<file path="src/rtl/tmode_seq_pkg.sv">
package tmode_seq_pkg;
  typedef enum logic [1:0] {
    WK_PAGE = 2'd0,
    WK_EVEN = 2'd1,
    WK_ODD  = 2'd2,
    WK_ALL  = 2'd3
  } wr_kind_e;
endpackage

</file>
<file path="src/rtl/tmode_seq_edge.sv">
module tmode_seq_edge #(
  parameter int W    = 1,
  parameter bit RISE = 1'b1
) (
  input  logic         clk_i,
  input  logic         rst_ni,
  input  logic [W-1:0] sig_i,
  output logic [W-1:0] edge_o
);
  logic [W-1:0] prev_q;

  always_ff @(posedge clk_i or negedge rst_ni) begin
    if (!rst_ni) prev_q <= '0;
    else         prev_q <= sig_i;
  end

  if (RISE) begin : g_rise
    assign edge_o = sig_i & ~prev_q;
  end else begin : g_fall
    assign edge_o = ~sig_i & prev_q;
  end
endmodule

</file>
<file path="src/rtl/tmode_seq_addr.sv">
module tmode_seq_addr #(
  parameter int ADDR_W = 11
) (
  input  logic              clk_i,
  input  logic              rst_ni,
  input  logic              tst_i,
  input  logic              busy_i,
  input  logic              clr_i,
  input  logic              incr_rise_i,
  input  logic              strobe_rise_i,
  input  logic [ADDR_W-1:0] ext_addr_i,
  output logic [ADDR_W-1:0] addr_o
);
  logic [ADDR_W-1:0] cnt_q, areg_q;

  always_ff @(posedge clk_i or negedge rst_ni) begin
    if (!rst_ni) begin
      cnt_q  <= '1;
      areg_q <= '0;
    end else begin
      if (tst_i && !busy_i) begin
        if (clr_i)            cnt_q <= '1;
        else if (incr_rise_i) cnt_q <= cnt_q + 1'b1;
      end
      if (!tst_i && strobe_rise_i) areg_q <= ext_addr_i;
    end
  end

  assign addr_o = tst_i ? cnt_q : areg_q;


  clear_chk: assert property (@(posedge clk_i) disable iff (!rst_ni)
    tst_i && !busy_i && clr_i |=> cnt_q == '1);

  wrap_chk: assert property (@(posedge clk_i) disable iff (!rst_ni)
    tst_i && !busy_i && !clr_i && incr_rise_i && cnt_q == '1 |=> cnt_q == '0);

  cnt_hold_chk: assert property (@(posedge clk_i) disable iff (!rst_ni)
    busy_i |=> $stable(cnt_q));

  ntst_hold_chk: assert property (@(posedge clk_i) disable iff (!rst_ni)
    !tst_i |=> $stable(cnt_q));
endmodule

</file>
<file path="src/rtl/tmode_seq_commit.sv">
module tmode_seq_commit
  import tmode_seq_pkg::*;
#(
  parameter int PAGE_W   = 6,
  parameter int DATA_W   = 16,
  parameter int BUSY_CYC = 20,
  localparam int NUM_PAGES = 1 << PAGE_W,
  localparam int BC_W      = $clog2(BUSY_CYC + 1)
) (
  input  logic                 clk_i,
  input  logic                 rst_ni,
  input  logic                 tst_i,
  input  logic                 load_i,
  input  logic                 strobe_rise_i,
  input  logic                 load_fall_i,
  input  logic                 blk_mode_i,
  input  logic                 blk_data_i,
  input  logic                 even_i,
  input  logic                 odd_i,
  input  logic [DATA_W-1:0]    din_i,
  input  logic [PAGE_W-1:0]    cur_page_i,
  output logic                 lat_we_o,
  output logic [DATA_W-1:0]    wdata_o,
  output logic [NUM_PAGES-1:0] page_we_o,
  output logic                 fill_o,
  output logic                 fill_val_o,
  output logic                 busy_o
);
  logic [BC_W-1:0]   bcnt_q;
  logic              pend_q, blk_bit_q, fill_q, lat_q;
  logic [DATA_W-1:0] wdata_q;
  logic [PAGE_W-1:0] page_q;
  wr_kind_e          kind_q, kind_d;
  logic              cap, commit;
  logic [NUM_PAGES-1:0] sel;

  assign busy_o = (bcnt_q != '0);
  assign cap    = tst_i && !busy_o && load_i && strobe_rise_i;
  assign commit = tst_i && !busy_o && load_fall_i && pend_q;

  always_comb begin
    unique case ({odd_i, even_i})
      2'b11:   kind_d = WK_ALL;
      2'b01:   kind_d = WK_EVEN;
      2'b10:   kind_d = WK_ODD;
      default: kind_d = WK_PAGE;
    endcase
  end

  always_ff @(posedge clk_i or negedge rst_ni) begin
    if (!rst_ni) begin
      bcnt_q    <= '0;
      pend_q    <= 1'b0;
      blk_bit_q <= 1'b0;
      fill_q    <= 1'b0;
      lat_q     <= 1'b0;
      wdata_q   <= '0;
      page_q    <= '0;
      kind_q    <= WK_PAGE;
    end else begin
      lat_q <= cap && !blk_mode_i;
      if (cap) begin
        pend_q    <= 1'b1;
        blk_bit_q <= blk_data_i;
        if (!blk_mode_i) wdata_q <= din_i;
      end
      if (busy_o) begin
        bcnt_q <= bcnt_q - 1'b1;
      end else if (commit) begin
        bcnt_q <= BC_W'(BUSY_CYC);
        pend_q <= 1'b0;
        fill_q <= blk_mode_i;
        kind_q <= kind_d;
        page_q <= cur_page_i;
      end
    end
  end

  for (genvar p = 0; p < NUM_PAGES; p++) begin : g_pg
    localparam logic [PAGE_W-1:0] PIDX = PAGE_W'(p);
    assign sel[p] = fill_q || (kind_q == WK_ALL) ||
                    ((kind_q == WK_EVEN) && !PIDX[0]) ||
                    ((kind_q == WK_ODD) && PIDX[0]) ||
                    ((kind_q == WK_PAGE) && (page_q == PIDX));
  end

  assign page_we_o  = busy_o ? sel : '0;
  assign fill_o     = busy_o && fill_q;
  assign fill_val_o = blk_bit_q;
  assign lat_we_o   = lat_q;
  assign wdata_o    = wdata_q;


  page_onehot_chk: assert property (@(posedge clk_i) disable iff (!rst_ni)
    busy_o && !fill_q && kind_q == WK_PAGE |-> $onehot(page_we_o));

  busy_start_chk: assert property (@(posedge clk_i) disable iff (!rst_ni)
    $rose(busy_o) |-> $past(load_fall_i) && $past(tst_i));

  lat_pulse_chk: assert property (@(posedge clk_i) disable iff (!rst_ni)
    lat_we_o |=> !lat_we_o);

  busy_nolat_chk: assert property (@(posedge clk_i) disable iff (!rst_ni)
    busy_o |=> !lat_we_o);

  fill_all_chk: assert property (@(posedge clk_i) disable iff (!rst_ni)
    fill_o |-> &page_we_o);
endmodule

</file>
<file path="src/rtl/tmode_seq.sv">
module tmode_seq #(
  parameter int ADDR_W   = 11,
  parameter int OFF_W    = 5,
  parameter int DATA_W   = 16,
  parameter int BUSY_CYC = 20,
  localparam int PAGE_W    = ADDR_W - OFF_W,
  localparam int NUM_PAGES = 1 << PAGE_W
) (
  input  logic                 clk_i,
  input  logic                 rst_ni,
  input  logic                 tst_mode_i,
  input  logic                 clr_i,
  input  logic                 incr_i,
  input  logic                 strobe_i,
  input  logic                 load_i,
  input  logic                 rd_i,
  input  logic                 blk_mode_i,
  input  logic                 blk_data_i,
  input  logic                 even_sel_i,
  input  logic                 odd_sel_i,
  input  logic [ADDR_W-1:0]    addr_i,
  input  logic [DATA_W-1:0]    din_i,
  output logic [ADDR_W-1:0]    addr_o,
  output logic                 rd_en_o,
  output logic                 lat_we_o,
  output logic [DATA_W-1:0]    wdata_o,
  output logic [NUM_PAGES-1:0] page_we_o,
  output logic                 fill_o,
  output logic                 fill_val_o,
  output logic                 busy_o
);
  logic [1:0] rises;
  logic       load_fall;

  tmode_seq_edge #(.W(2), .RISE(1'b1)) u_rise (
    .clk_i (clk_i), .rst_ni (rst_ni),
    .sig_i ({strobe_i, incr_i}), .edge_o (rises)
  );

  tmode_seq_edge #(.W(1), .RISE(1'b0)) u_fall (
    .clk_i (clk_i), .rst_ni (rst_ni),
    .sig_i (load_i), .edge_o (load_fall)
  );

  tmode_seq_addr #(.ADDR_W(ADDR_W)) u_addr (
    .clk_i         (clk_i),
    .rst_ni        (rst_ni),
    .tst_i         (tst_mode_i),
    .busy_i        (busy_o),
    .clr_i         (clr_i),
    .incr_rise_i   (rises[0]),
    .strobe_rise_i (rises[1]),
    .ext_addr_i    (addr_i),
    .addr_o        (addr_o)
  );

  tmode_seq_commit #(.PAGE_W(PAGE_W), .DATA_W(DATA_W), .BUSY_CYC(BUSY_CYC)) u_commit (
    .clk_i         (clk_i),
    .rst_ni        (rst_ni),
    .tst_i         (tst_mode_i),
    .load_i        (load_i),
    .strobe_rise_i (rises[1]),
    .load_fall_i   (load_fall),
    .blk_mode_i    (blk_mode_i),
    .blk_data_i    (blk_data_i),
    .even_i        (even_sel_i),
    .odd_i         (odd_sel_i),
    .din_i         (din_i),
    .cur_page_i    (addr_o[ADDR_W-1:OFF_W]),
    .lat_we_o      (lat_we_o),
    .wdata_o       (wdata_o),
    .page_we_o     (page_we_o),
    .fill_o        (fill_o),
    .fill_val_o    (fill_val_o),
    .busy_o        (busy_o)
  );

  assign rd_en_o = tst_mode_i && rd_i && !load_i && !busy_o;


  rd_block_chk: assert property (@(posedge clk_i) disable iff (!rst_ni)
    busy_o |-> !rd_en_o);
endmodule

</file>
<file path="config.mk">
export PLATFORM = sky130hd
export DESIGN_NAME = tmode_seq
export DESIGN_NICKNAME = d
export VERILOG_FILES = /design/src/rtl/tmode_seq_pkg.sv /design/src/rtl/tmode_seq_edge.sv /design/src/rtl/tmode_seq_addr.sv /design/src/rtl/tmode_seq_commit.sv /design/src/rtl/tmode_seq.sv
export SDC_FILE = /design/constraint.sdc
export NUM_CORES = 1
export LEC_CHECK = 0
export ABC_AREA = 1
export BUFFER_PORTS_ARGS = -buffer_cell sky130_fd_sc_hd__buf_2
export CORE_MARGIN = 4
export CORE_UTILIZATION = 49
export DETAILED_ROUTE_END_ITERATION = 10
export PLACE_DENSITY = 0.76
export SETUP_SLACK_MARGIN = 0.4
export SYNTH_ARGS = -nofsm -noshare
export SYNTH_HDL_FRONTEND = slang
export SYNTH_SLANG_ARGS = --single-unit
</file>
<file path="constraint.sdc">
create_clock -name clk_i -period 2.2 [get_ports clk_i]
set_clock_uncertainty 0.1 [all_clocks]
set_input_delay 0.33 -clock clk_i [delete_from_list [all_inputs] [get_ports clk_i]]
set_output_delay 0.33 -clock clk_i [all_outputs]
set_load 0.02 [all_outputs]
</file>
==> flow_metrics.env <==
export IMPL_status="finished with violations"
export IMPL_violations="setup timing"
export IMPL_rows=30
export IMPL_grt_max_degree=39
export IMPL_fin_util_pct=92.3
export IMPL_hold_depth=1
export IMPL_vias=4869
export IMPL_grt_overflow=0
export IMPL_die_x_um=92.6
export IMPL_die_h_um=92.6
export IMPL_internal_power_uw=5570
export IMPL_power_share_sequential_pct=16.7
export IMPL_startpoint="u_commit.page_q[0]"
export IMPL_syn_to_final_growth_pct=81.0
export IMPL_drt_initial_drc_count=452
export IMPL_r2r_start="u_commit.bcnt_q[0]"
export IMPL_ys_flop_type="dfrtp_1"
export IMPL_cp_max_fo=4
export IMPL_multi_input_area_mm2=0.00263
export IMPL_cellLeakagePower_uw=0.00296
export IMPL_hold_end="u_rise.prev_q[0]"
export IMPL_cts_tree="built"
export IMPL_final_common_cell="nand2_1"
export IMPL_nNetsFinal=707
export IMPL_grtUsageTotal_pct=27.5
export IMPL_switching_share_pct=48.8
export IMPL_synth_area_mm2=0.00350
export IMPL_ir_worst_vdd_mv=0.770
export IMPL_die_area_mm2=0.00857
export IMPL_final_antenna_net_count=0
export IMPL_drt_wl_total_mm=17.6
export IMPL_period_share_pct=108
export IMPL_synthAdderAreaFrac_pct=0.714
export IMPL_cts_buffer_depth=2
export IMPL_min_from="incr_i"
export IMPL_synth_compound_area_share_pct=14.9
export IMPL_clk_pin_slew_ns=0.06
export IMPL_layout_drive_gt1_share_pct=61.5
export IMPL_synth_async_reset_ratio_pct=100
export IMPL_nFillCells=254
export IMPL_slew_limit_headroom_pct=32.5
export IMPL_regArea_mm2=0.00147
export IMPL_synth_top_family_by_area="simple AND/OR/NAND/NOR gates"
export IMPL_initial_core_util_pct=51.0
export IMPL_synth_seq_area_share_pct=41.8
export IMPL_ys_ff_latch=58
export IMPL_drc=0
export IMPL_grt_pass1_wl_mm=18.9
export IMPL_synth_edff_count=0
export IMPL_antenna_found_initial=0
export IMPL_hold_path_class="in2reg"
export IMPL_critPathRequiredTime_ns=1.77
export IMPL_p_clk_share_pct=11.5
export IMPL_worstSetupPathType="reg2out"
export IMPL_port_buffers=134
export IMPL_critPathCaptureType="output port"
export IMPL_arrival_ns=1.94
export IMPL_cts_max_level=3
export IMPL_yosysWarnings=0
export IMPL_yosysTopAreaCellShare_pct=33.6
export IMPL_rsz0062_at_grt="true"
export IMPL_reg2regPathDepth=11
export IMPL_power_density_mw_per_mm2=1720
export IMPL_vias_per_cell=6.35
export IMPL_yosysTopAreaCell="dfrtp_1"
export IMPL_worstMarginPinSlew_ns=1.01
export IMPL_crit_path_start_kind="flip-flop"
export IMPL_finalHoldViolCount=0
export IMPL_avgSynthCellArea_um2=7.21
export IMPL_cts_root_buf="clkbuf_8"
export IMPL_setup_tns_ns=-3.30
export IMPL_period_minus_slack_ns=2.37
export IMPL_cts_sinks=58
export IMPL_layout_setup_ws_ns=-0.173
export IMPL_setup_violations=44
export IMPL_wl_per_cell_um=23.0
export IMPL_r2r_slack_ns=0.17
export IMPL_p_sw_uw=5310
export IMPL_antenna_cells=0
export IMPL_clock_latency_ns=0.34
export IMPL_maxSlewViolCount=0
export IMPL_fin_total_pwr_uw=10900
export IMPL_post_dp_hpwl_mm=7.44
export IMPL_ys_types=26
export IMPL_synth_net_count=527
export IMPL_grt_pass1_vias=3933
export IMPL_clock_fmax_ghz=0.421
export IMPL_synth_xor_area_share_pct=1.00
export IMPL_place_congestion=0.851
export IMPL_r2r_end="u_commit.bcnt_q[1]"
export IMPL_final_cell_mix="nand2_1, buf_2, buf_4"
export IMPL_synth_simple_area_share_pct=29.8
export IMPL_cts_made_buffers=9
export IMPL_synth_mux_area_share_pct=3.54
export IMPL_p_comb_share_pct=71.8
export IMPL_io_pins=135
export IMPL_drv_cap=0
export IMPL_placeableCoreArea_mm2=0.00687
export IMPL_first_pass_iters=5
export IMPL_synthTopCellsByArea="dfrtp_1, nand2_1, a21oi_1"
export IMPL_syn_instance_count=486
==> cell families after synthesis <==
kind of cell | after synthesis
flip-flops | 58
XOR/XNOR | 4
adder cells (fa/ha/maj) | 2
AO/OA/AOI/OAI | 104
AND/OR/NAND/NOR | 240
multiplexers | 11
buffers and inverters | 67
==> repair_timing <==
item	in CTS	in global routing
buffers inserted	16	8
endpoints found under the hold margin	20	0
setup endpoints to repair	100	110
hold buffers	1	0
pin swaps	6	45
cloned	3	16
resized for setup	127	218
==> worst max path at each step <==
stage,endpoint,slack (ns),cells past startpoint
5_1_grt,page_we_o[17],-0.25,6
3_5_place_dp,page_we_o[2],0.18,7
4_1_cts,page_we_o[7],0.09,7
3_3_place_gp,page_we_o[1],0.20,7
2_1_floorplan,page_we_o[29],0.40,6
6_report,page_we_o[50],-0.17,6
==> sequential cells by signal, indices dropped and copies added, names as in the netlist <==
register and count:
u_commit.pend_q 1, u_addr.cnt_q 11, u_rise.prev_q 2, u_commit.kind_q 2
u_commit.fill_q 1, u_fall.prev_q 1, u_commit.page_q 6, u_commit.wdata_o 16
u_commit.fill_val_o 1, u_addr.areg_q 11, u_commit.bcnt_q 5, u_commit.lat_we_o 1
==> power by group through the flow <==
stage          Clock [uW]  Sequential, uW  Combinational (uW)
2_1_floorplan           0            1730                3510
3_3_place_gp            0            1700                5020
3_5_place_dp            0            1720                5080
4_1_cts              1240            1720                6110
5_1_grt              1310            1840                8100
6_report             1260            1820                7810
==> cells in the mapped netlist (4+ instances only) <==
master    count
nand2_1     166
buf_4         5
nor2_1       27
o21ai_0      35
nand3_1      33
inv_1        36
nand4_1       5
dfrtp_1      47
buf_2         8
clkbuf_1     12
nor3_4        4
a21oi_1      67
inv_2         4
dfstp_2      11
mux2_2       11
==> per-layer routing <==
layer | global-route usage, % | vias up | part of all wire (%) | wire length [um]
li1 | - | 1963 | - | -
met1 | 32.0 | 2280 | 32 | 5690
met2 | 48.9 | 480 | 49 | 8560
met3 | 5.93 | 146 | 11 | 1920
met4 | 11.3 | 0 | 8.2 | 1440
met5 | 0 | - | 0 | 0
==> stage by stage <==
step           instance area [um2]  hold WS, ns  worst slack, ns  std cells
2_1_floorplan                 3790      -0.0656            0.398        486
3_3_place_gp                  4590        0.219            0.199        707
3_5_place_dp                  4590        0.234            0.177        707
4_1_cts                       5400       0.0103           0.0924        743
5_1_grt                       6340       0.0113           -0.251        767
6_report                      6340       0.0242           -0.173        767
==> cell type report <==
class | count | share of cell area (%)
sequential | 58 | 23.1
inverter | 41 | 2.96
clock inverter | 5 | 1.58
timing repair inverter | 3 | 0.572
multi-input combinational | 363 | 41.4
timing repair buffer | 190 | 26.1
tap | 96 | 1.89
clock buffer | 11 | 2.39
==> critical path, cell delays in order (launching register included) <==
cell,delay [ns]
dfrtp_1,0.41
inv_1,0.13
nand2_1,0.19
nor2_2,0.29
nand2_1,0.11
a21oi_1,0.26
buf_4,0.20
Power figures use the tool's default switching activity.
